`src/rtl/rxd_pkg.sv`:
```
package rxd_pkg;

  typedef enum logic [3:0] {
    ST_STOP, ST_RD0, ST_RD1, ST_RD2, ST_RD3, ST_XFER, ST_WRD,
    ST_NXT, ST_WB0, ST_WB1, ST_WB2, ST_WB3, ST_DROP, ST_SUSP
  } rxd_state_e;

  typedef enum logic [1:0] {
    CK_LAST, CK_MID, CK_ERR
  } rxd_close_e;

  localparam int DW        = 32;
  localparam int OWN_BIT   = 31;
  localparam int LAST_BIT  = 30;
  localparam int ERR_BIT   = 28;
  localparam int EOR_BIT   = 31;
  localparam int FLAST_BIT = 30;

endpackage

```
`src/rtl/rxd_next_addr.sv`:
```
module rxd_next_addr #(
  parameter int AW          = 32,
  parameter int DESC_STRIDE = 16
) (
  input  logic          ring_mode,
  input  logic          end_of_ring,
  input  logic [AW-1:0] cur_addr,
  input  logic [AW-1:0] base_addr,
  input  logic [AW-1:0] chain_ptr,
  output logic [AW-1:0] next_addr
);
  localparam logic [AW-1:0] STRIDE = AW'(DESC_STRIDE);

  always_comb begin
    if (!ring_mode)
      next_addr = chain_ptr;
    else if (end_of_ring)
      next_addr = base_addr;
    else
      next_addr = cur_addr + STRIDE;
  end
endmodule

```
`src/rtl/rxd_mem_mux.sv`:
```
module rxd_mem_mux
  import rxd_pkg::*;
#(
  parameter int AW    = 32,
  parameter int CNT_W = 12
) (
  input  rxd_state_e       state,
  input  rxd_close_e       close_kind,
  input  logic [AW-1:0]    cur_addr,
  input  logic [AW-1:0]    next_addr,
  input  logic [AW-1:0]    wr_ptr,
  input  logic [DW-1:0]    data_q,
  input  logic [DW-1:0]    word1_q,
  input  logic [CNT_W-1:0] count_q,
  input  logic [63:0]      ts_q,
  output logic             mem_req,
  output logic             mem_we,
  output logic [AW-1:0]    mem_addr,
  output logic [DW-1:0]    mem_wdata
);
  logic [DW-1:0] status_word;

  always_comb begin
    status_word              = '0;
    status_word[LAST_BIT]    = (close_kind == CK_LAST);
    status_word[ERR_BIT]     = (close_kind == CK_ERR);
    status_word[CNT_W-1:0]   = count_q;
  end

  always_comb begin
    mem_req   = 1'b1;
    mem_we    = 1'b0;
    mem_addr  = cur_addr;
    mem_wdata = '0;
    unique case (state)
      ST_RD0:  mem_addr = cur_addr;
      ST_RD1:  mem_addr = cur_addr + AW'(4);
      ST_RD2:  mem_addr = cur_addr + AW'(8);
      ST_RD3:  mem_addr = cur_addr + AW'(12);
      ST_NXT:  mem_addr = next_addr;
      ST_WRD:  begin mem_we = 1'b1; mem_addr = wr_ptr; mem_wdata = data_q; end
      ST_WB0:  begin mem_we = 1'b1; mem_wdata = status_word; end
      ST_WB1:  begin
        mem_we    = 1'b1;
        mem_addr  = cur_addr + AW'(4);
        mem_wdata = word1_q | (DW'(1) << FLAST_BIT);
      end
      ST_WB2:  begin mem_we = 1'b1; mem_addr = cur_addr + AW'(8);  mem_wdata = ts_q[31:0];  end
      ST_WB3:  begin mem_we = 1'b1; mem_addr = cur_addr + AW'(12); mem_wdata = ts_q[63:32]; end
      default: mem_req = 1'b0;
    endcase
  end
endmodule

```
`src/rtl/rxd_dma_engine.sv`:
```
module rxd_dma_engine
  import rxd_pkg::*;
#(
  parameter int AW          = 32,
  parameter int CNT_W       = 12,
  parameter int DESC_STRIDE = 16
) (
  input  logic          clk,
  input  logic          rst_n,
  input  logic          run,
  input  logic          poll,
  input  logic          ring_mode,
  input  logic          flush_en,
  input  logic          ts_en,
  input  logic [AW-1:0] list_base,
  input  logic [63:0]   ts_in,
  input  logic          fifo_valid,
  input  logic [31:0]   fifo_data,
  input  logic          fifo_eof,
  output logic          fifo_ready,
  output logic          mem_req,
  output logic          mem_we,
  output logic [AW-1:0] mem_addr,
  output logic [31:0]   mem_wdata,
  input  logic [31:0]   mem_rdata,
  input  logic          mem_ack,
  output logic          suspended
);
  localparam int LIM_W = CNT_W + 1;

  // reset: asynchronous assert, synchronous release
  logic [1:0] rst_sync_q;
  logic       rst_i_n;
  always_ff @(posedge clk or negedge rst_n) begin
    if (!rst_n) rst_sync_q <= 2'b00;
    else        rst_sync_q <= {rst_sync_q[0], 1'b1};
  end
  assign rst_i_n = rst_sync_q[1];

  rxd_state_e       state_q, state_d;
  rxd_close_e       close_q, close_d;
  logic [AW-1:0]    cur_q, cur_d, wr_ptr_q, wr_ptr_d, nxt_addr;
  logic [DW-1:0]    w1_q, w1_d, w2_q, w2_d, w3_q, w3_d, data_q, data_d;
  logic [CNT_W-1:0] cnt_q, cnt_d;
  logic [63:0]      ts_q, ts_d;
  logic             eof_q, eof_d, in_b2_q, in_b2_d, nown_q, nown_d;
  logic [LIM_W-1:0] size1, size2, limit, cnt_inc;

  assign size1   = {1'b0, w1_q[CNT_W-1:0]};
  assign size2   = {1'b0, w1_q[2*CNT_W-1:CNT_W]};
  assign limit   = in_b2_q ? (size1 + size2) : size1;
  assign cnt_inc = {1'b0, cnt_q} + LIM_W'(1);

  rxd_next_addr #(.AW(AW), .DESC_STRIDE(DESC_STRIDE)) u_next (
    .ring_mode   (ring_mode),
    .end_of_ring (w1_q[EOR_BIT]),
    .cur_addr    (cur_q),
    .base_addr   (list_base),
    .chain_ptr   (w3_q[AW-1:0]),
    .next_addr   (nxt_addr)
  );

  rxd_mem_mux #(.AW(AW), .CNT_W(CNT_W)) u_mux (
    .state      (state_q),
    .close_kind (close_q),
    .cur_addr   (cur_q),
    .next_addr  (nxt_addr),
    .wr_ptr     (wr_ptr_q),
    .data_q     (data_q),
    .word1_q    (w1_q),
    .count_q    (cnt_q),
    .ts_q       (ts_q),
    .mem_req    (mem_req),
    .mem_we     (mem_we),
    .mem_addr   (mem_addr),
    .mem_wdata  (mem_wdata)
  );

  assign fifo_ready = (state_q == ST_XFER) || (state_q == ST_DROP);
  assign suspended  = (state_q == ST_SUSP);

  always_comb begin
    state_d = state_q; close_d = close_q; cur_d = cur_q; wr_ptr_d = wr_ptr_q;
    w1_d = w1_q; w2_d = w2_q; w3_d = w3_q; data_d = data_q; cnt_d = cnt_q;
    ts_d = ts_q; eof_d = eof_q; in_b2_d = in_b2_q; nown_d = nown_q;
    unique case (state_q)
      ST_STOP: if (run) begin cur_d = list_base; state_d = ST_RD0; end
      ST_RD0:  if (mem_ack) state_d = mem_rdata[OWN_BIT] ? ST_RD1 : ST_SUSP;
      ST_RD1:  if (mem_ack) begin w1_d = mem_rdata; state_d = ST_RD2; end
      ST_RD2:  if (mem_ack) begin w2_d = mem_rdata; state_d = ST_RD3; end
      ST_RD3:  if (mem_ack) begin
        w3_d = mem_rdata; wr_ptr_d = w2_q[AW-1:0];
        cnt_d = '0; in_b2_d = 1'b0; state_d = ST_XFER;
      end
      ST_XFER: begin
        if (fifo_valid) begin
          data_d = fifo_data; eof_d = fifo_eof;
          if (fifo_eof) ts_d = ts_in;
          state_d = ST_WRD;
        end else if (!run) begin
          state_d = ST_STOP;
        end
      end
      ST_WRD: if (mem_ack) begin
        wr_ptr_d = wr_ptr_q + AW'(4);
        cnt_d    = cnt_inc[CNT_W-1:0];
        if (eof_q) begin
          close_d = CK_LAST; state_d = ST_WB0;
        end else if (cnt_inc == limit) begin
          if (ring_mode && !in_b2_q && (size2 != '0)) begin
            in_b2_d = 1'b1; wr_ptr_d = w3_q[AW-1:0]; state_d = ST_XFER;
          end else begin
            state_d = ST_NXT;
          end
        end else begin
          state_d = ST_XFER;
        end
      end
      ST_NXT: if (mem_ack) begin
        nown_d  = mem_rdata[OWN_BIT];
        close_d = (!mem_rdata[OWN_BIT] && flush_en) ? CK_ERR : CK_MID;
        state_d = ST_WB0;
      end
      ST_WB0: if (mem_ack) begin
        unique case (close_q)
          CK_LAST: if (ts_en) state_d = ST_WB2;
                   else begin cur_d = nxt_addr; state_d = ST_RD0; end
          CK_MID:  begin cur_d = nxt_addr; state_d = nown_q ? ST_RD1 : ST_SUSP; end
          default: state_d = ST_WB1;
        endcase
      end
      ST_WB1: if (mem_ack) begin cur_d = nxt_addr; state_d = ST_DROP; end
      ST_WB2: if (mem_ack) state_d = ST_WB3;
      ST_WB3: if (mem_ack) begin cur_d = nxt_addr; state_d = ST_RD0; end
      ST_DROP: begin
        if (fifo_valid && fifo_eof) state_d = ST_SUSP;
        else if (!fifo_valid && !run) state_d = ST_STOP;
      end
      ST_SUSP: begin
        if (!run)      state_d = ST_STOP;
        else if (poll) state_d = ST_RD0;
      end
      default: state_d = ST_STOP;
    endcase
  end

  always_ff @(posedge clk or negedge rst_i_n) begin
    if (!rst_i_n) begin
      state_q <= ST_STOP; close_q <= CK_LAST; cur_q <= '0; wr_ptr_q <= '0;
      w1_q <= '0; w2_q <= '0; w3_q <= '0; data_q <= '0; cnt_q <= '0;
      ts_q <= '0; eof_q <= 1'b0; in_b2_q <= 1'b0; nown_q <= 1'b0;
    end else begin
      state_q <= state_d; close_q <= close_d; cur_q <= cur_d; wr_ptr_q <= wr_ptr_d;
      w1_q <= w1_d; w2_q <= w2_d; w3_q <= w3_d; data_q <= data_d; cnt_q <= cnt_d;
      ts_q <= ts_d; eof_q <= eof_d; in_b2_q <= in_b2_d; nown_q <= nown_d;
    end
  end


  mem_hold_chk: assert property (@(posedge clk) disable iff (!rst_i_n)
    (mem_req && !mem_ack) |=> (mem_req && $stable(mem_addr) && $stable(mem_we) && $stable(mem_wdata)));


  own_clear_susp_chk: assert property (@(posedge clk) disable iff (!rst_i_n)
    (state_q == ST_RD0 && mem_ack && !mem_rdata[OWN_BIT]) |=> suspended);


  wb_own_clear_chk: assert property (@(posedge clk) disable iff (!rst_i_n)
    (state_q == ST_WB0 && mem_req && mem_we) |-> !mem_wdata[OWN_BIT]);


  susp_quiet_chk: assert property (@(posedge clk) disable iff (!rst_i_n)
    suspended |-> (!mem_req && !fifo_ready));


  stop_hold_chk: assert property (@(posedge clk) disable iff (!rst_i_n)
    (state_q == ST_STOP && !run) |=> (state_q == ST_STOP && !mem_req));


  buf_bound_chk: assert property (@(posedge clk) disable iff (!rst_i_n)
    (state_q == ST_XFER && size1 != '0) |-> ({1'b0, cnt_q} < limit));
endmodule

```
`config.mk`:
```
export PLATFORM = sky130hd
export DESIGN_NAME = rxd_dma_engine
export DESIGN_NICKNAME = d
export VERILOG_FILES = /design/src/rtl/rxd_pkg.sv /design/src/rtl/rxd_next_addr.sv /design/src/rtl/rxd_mem_mux.sv /design/src/rtl/rxd_dma_engine.sv
export SDC_FILE = /design/constraint.sdc
export NUM_CORES = 1
export LEC_CHECK = 0
export ABC_AREA = 0
export BUFFER_PORTS_ARGS = -buffer_cell sky130_fd_sc_hd__buf_2
export CORE_UTILIZATION = 60
export CTS_CLUSTER_SIZE = 12
export DETAILED_ROUTE_END_ITERATION = 12
export PLACE_DENSITY = 0.83
export SYNTH_ARGS = -nofsm -noshare
export SYNTH_HDL_FRONTEND = slang
export SYNTH_SLANG_ARGS = --single-unit
```
`constraint.sdc`:
```
create_clock -name clk -period 16.4 [get_ports clk]
set_input_delay 0 -clock clk [delete_from_list [all_inputs] [get_ports clk]]
set_output_delay 0 -clock clk [all_outputs]
set_load 0.005 [all_outputs]
```
==> impl_metrics.ini <==
[layout]
design_area_mm2 = 0.0214
layout_commonest_cell = dfrtp_1
layout_common_cells = dfrtp_1, buf_2, nand2_1
syn_to_final_growth_pct = 23.3
drive_gt1_share_pct = 25.6
nets = 2334

[sta]
setup_viol_count_final = 0
maxSlewHeadroom_pct = 11.0
tns_ns = 0
finClkSkew_ns = 0.0202
period_needed_ns = 4.65
setup_slack_ns = 11.75
max_freq_mhz = 215
rsz0062_at_grt = false
hold_viol_final = 0
slew_violations = 0
tightest_slew_ns = 1.33
whs_ns = 0.0904
fin_crit_sh_pct = 28.4

[detailed_routing]
drtPass1Iterations = 6
drc = 0
drt_iter0_markers = 2268
wl_per_cell_um = 25.4
ant_nets = 0
drt-vias-per-instance = 6.83
postRouteWirelength_um = 64600
vias = 17374

[clocking]
cts_sinks = 278
cts_tree = built
clockBufferDepth = 3
postCtsSetupBuffers = 0
cts_htree_levels = 1
root_buffer = clkbuf_16
clkTransAtPathRegs_ns = 0.06
cts_made_buffers = 31
insertion_delay_ns = 0.58

[critical_path]
r2r_start = w1_q[12]$_DFFE_PN0P_
worstPathArrival_ns = 4.65
r2r_slack_ns = 12.30
endpoint_kind = output port
criticalPathCategory = flop to output port
crit_fanout = 21
worstSetupStartpointType = flop
cp-startpoint = state_q[3]$_DFFE_PN0P_
crit_required_ns = 16.40

[global_routing]
grt_max_degree = 157
track_usage_pct = 44.4
grt_pass1_wl_um = 99300
grt_overflow = 0
antenna_found_initial = 3
grt_pass1_vias = 17238

[die]
core_mm2 = 0.0281
rows = 61
initial_core_util_pct = 61.7
fp.dieArea_mm2 = 0.0296
die_h_um = 172
io-pin-count = 238
fp.dieW_um = 172

[synth]
synth_seq_area_share_pct = 40.1
syn_area_per_cell_um2 = 9.43
synth_async_sr_flop_share_pct = 100
synth_nets = 2027
ys_ff_latch = 278
synth_edf_count = 0
yosysWarnings = 0
synth_area_mm2 = 0.0173
synthFlopType = dfrtp_1
syn_inst = 1838
synth_cell_type_count = 80

[placement]
port_buffers = 237
dp_hpwl_um = 41000
pre_cts_slack_ns = 12.35
place_area_mm2 = 0.0187
place.gp.congestion = 1.02

[pwr]
power_uw = 3980
leakage_uw = 0.00921
peakVddDrop_v = 0.000111
powerDensity_mw_per_mm2 = 186

[worst_hold_path]
min_from = run
hp-class = primary input to flop

[job]
drv_cap = 0

[run_status]
status = finished clean
[layout make-up]
class	count	area, µm²
fill	1894	6700
antenna	1	2.50
tap	378	473
clock inverter	13	221
timing repair buffer	427	3040
sequential	278	6960
inverter	14	52.6
clock buffer	41	853
multi-input combinational	1393	9780
[where the power goes]
part	leakage (µW)	switching (µW)	internal, µW
clock	0.000527	297	457
combinational	0.00523	957	809
sequential	0.00345	460	995
[layer usage]
layer / global-route usage, % / wire (µm)
met5: 0 / 13
met4: 22.8 / 3530
met3: 9.20 / 7340
met2: 68.4 / 29100
met1: 59.2 / 24700
[path summary, 6_finish.rpt]
path | cells after the start | endpoint
setup / recovery | 12 | mem_addr[22]
hold / removal | 5 | state_q[0]$_DFFE_PN0P_
setup reg to reg | 12 | wr_ptr_q[1]$_DFFE_PN0P_
hold reg to reg | 0 | w1_q[28]$_DFFE_PN0P_
max in group asynchronous | 2 | w2_q[14]$_DFFE_PN0P_
min in group asynchronous | 3 | rst_sync_q[1]$_DFF_PN0_
[cell usage after synthesis (17+ instances only)]
cell type    n  area share [%]
o211ai_1    26             1.1
nor3_1      40             1.2
ha_1        17             1.2
a21oi_1     75             2.2
xnor2_1     48             2.4
nor2_1     114             2.5
a221oi_1    22             1.1
nand4_1     46             1.7
nand3_1     54             1.6
clkbuf_1   120             2.6
mux2_2     203              13
a22oi_1     78             3.4
nand2_1    208             4.5
buf_1       21            0.45
dfrtp_1    278              40
xor2_1      43             2.2
o21ai_0    108             3.1
mux2i_1     40             2.3
[through the flow]
stage	instances	util [%]
after floorplan	1838	-
after global placement	2326	66.5
after detailed placement	2326	66.5
after CTS	2544	76.1
after global routing	2544	76.1
final	2545	76.1
[worst max-delay path, cell delays in order (launching register included)]
cell and delay [ns]:
dfrtp_1 0.79, nand2b_1 0.56, nor2_2 0.27, a21o_1 0.17, inv_1 0.07, fa_1 0.60
nor3_1 0.53, a21oi_1 0.12, o21ai_0 0.15, o21ai_0 0.11, a221oi_1 0.38, o21ai_0 0.15
buf_2 0.16
[flip-flops by register name (all words and copies together), names as in the netlist, 2 cells and up]
register,flops
w3_q,32
w1_q,31
w2_q,32
data_q,32
ts_q,64
cur_q,32
state_q,4
close_q,2
wr_ptr_q,32
rst_sync_q,2
cnt_q,12
[cells by family (layout without fill, tap and decap cells)]
logic type	count (synthesis)	count (layout)	share of synthesized area (%)
AO/OA/AOI/OAI	455	455	17.7
adder cells (fa/ha/maj)	19	19	1.46
buffers and inverters	167	495	3.77
XOR/XNOR	91	91	4.60
other	1	2	0.0216
flip-flops	278	278	40.1
multiplexers	249	249	16.3
AND/OR/NAND/NOR	578	578	16.1
[repair_timing]
action                    in CTS  in global routing
hold endpoints to repair     231                  0
resized for setup              0                  0
hold buffers                 164                  0
Note: power is estimated with default switching activity, not from simulation.
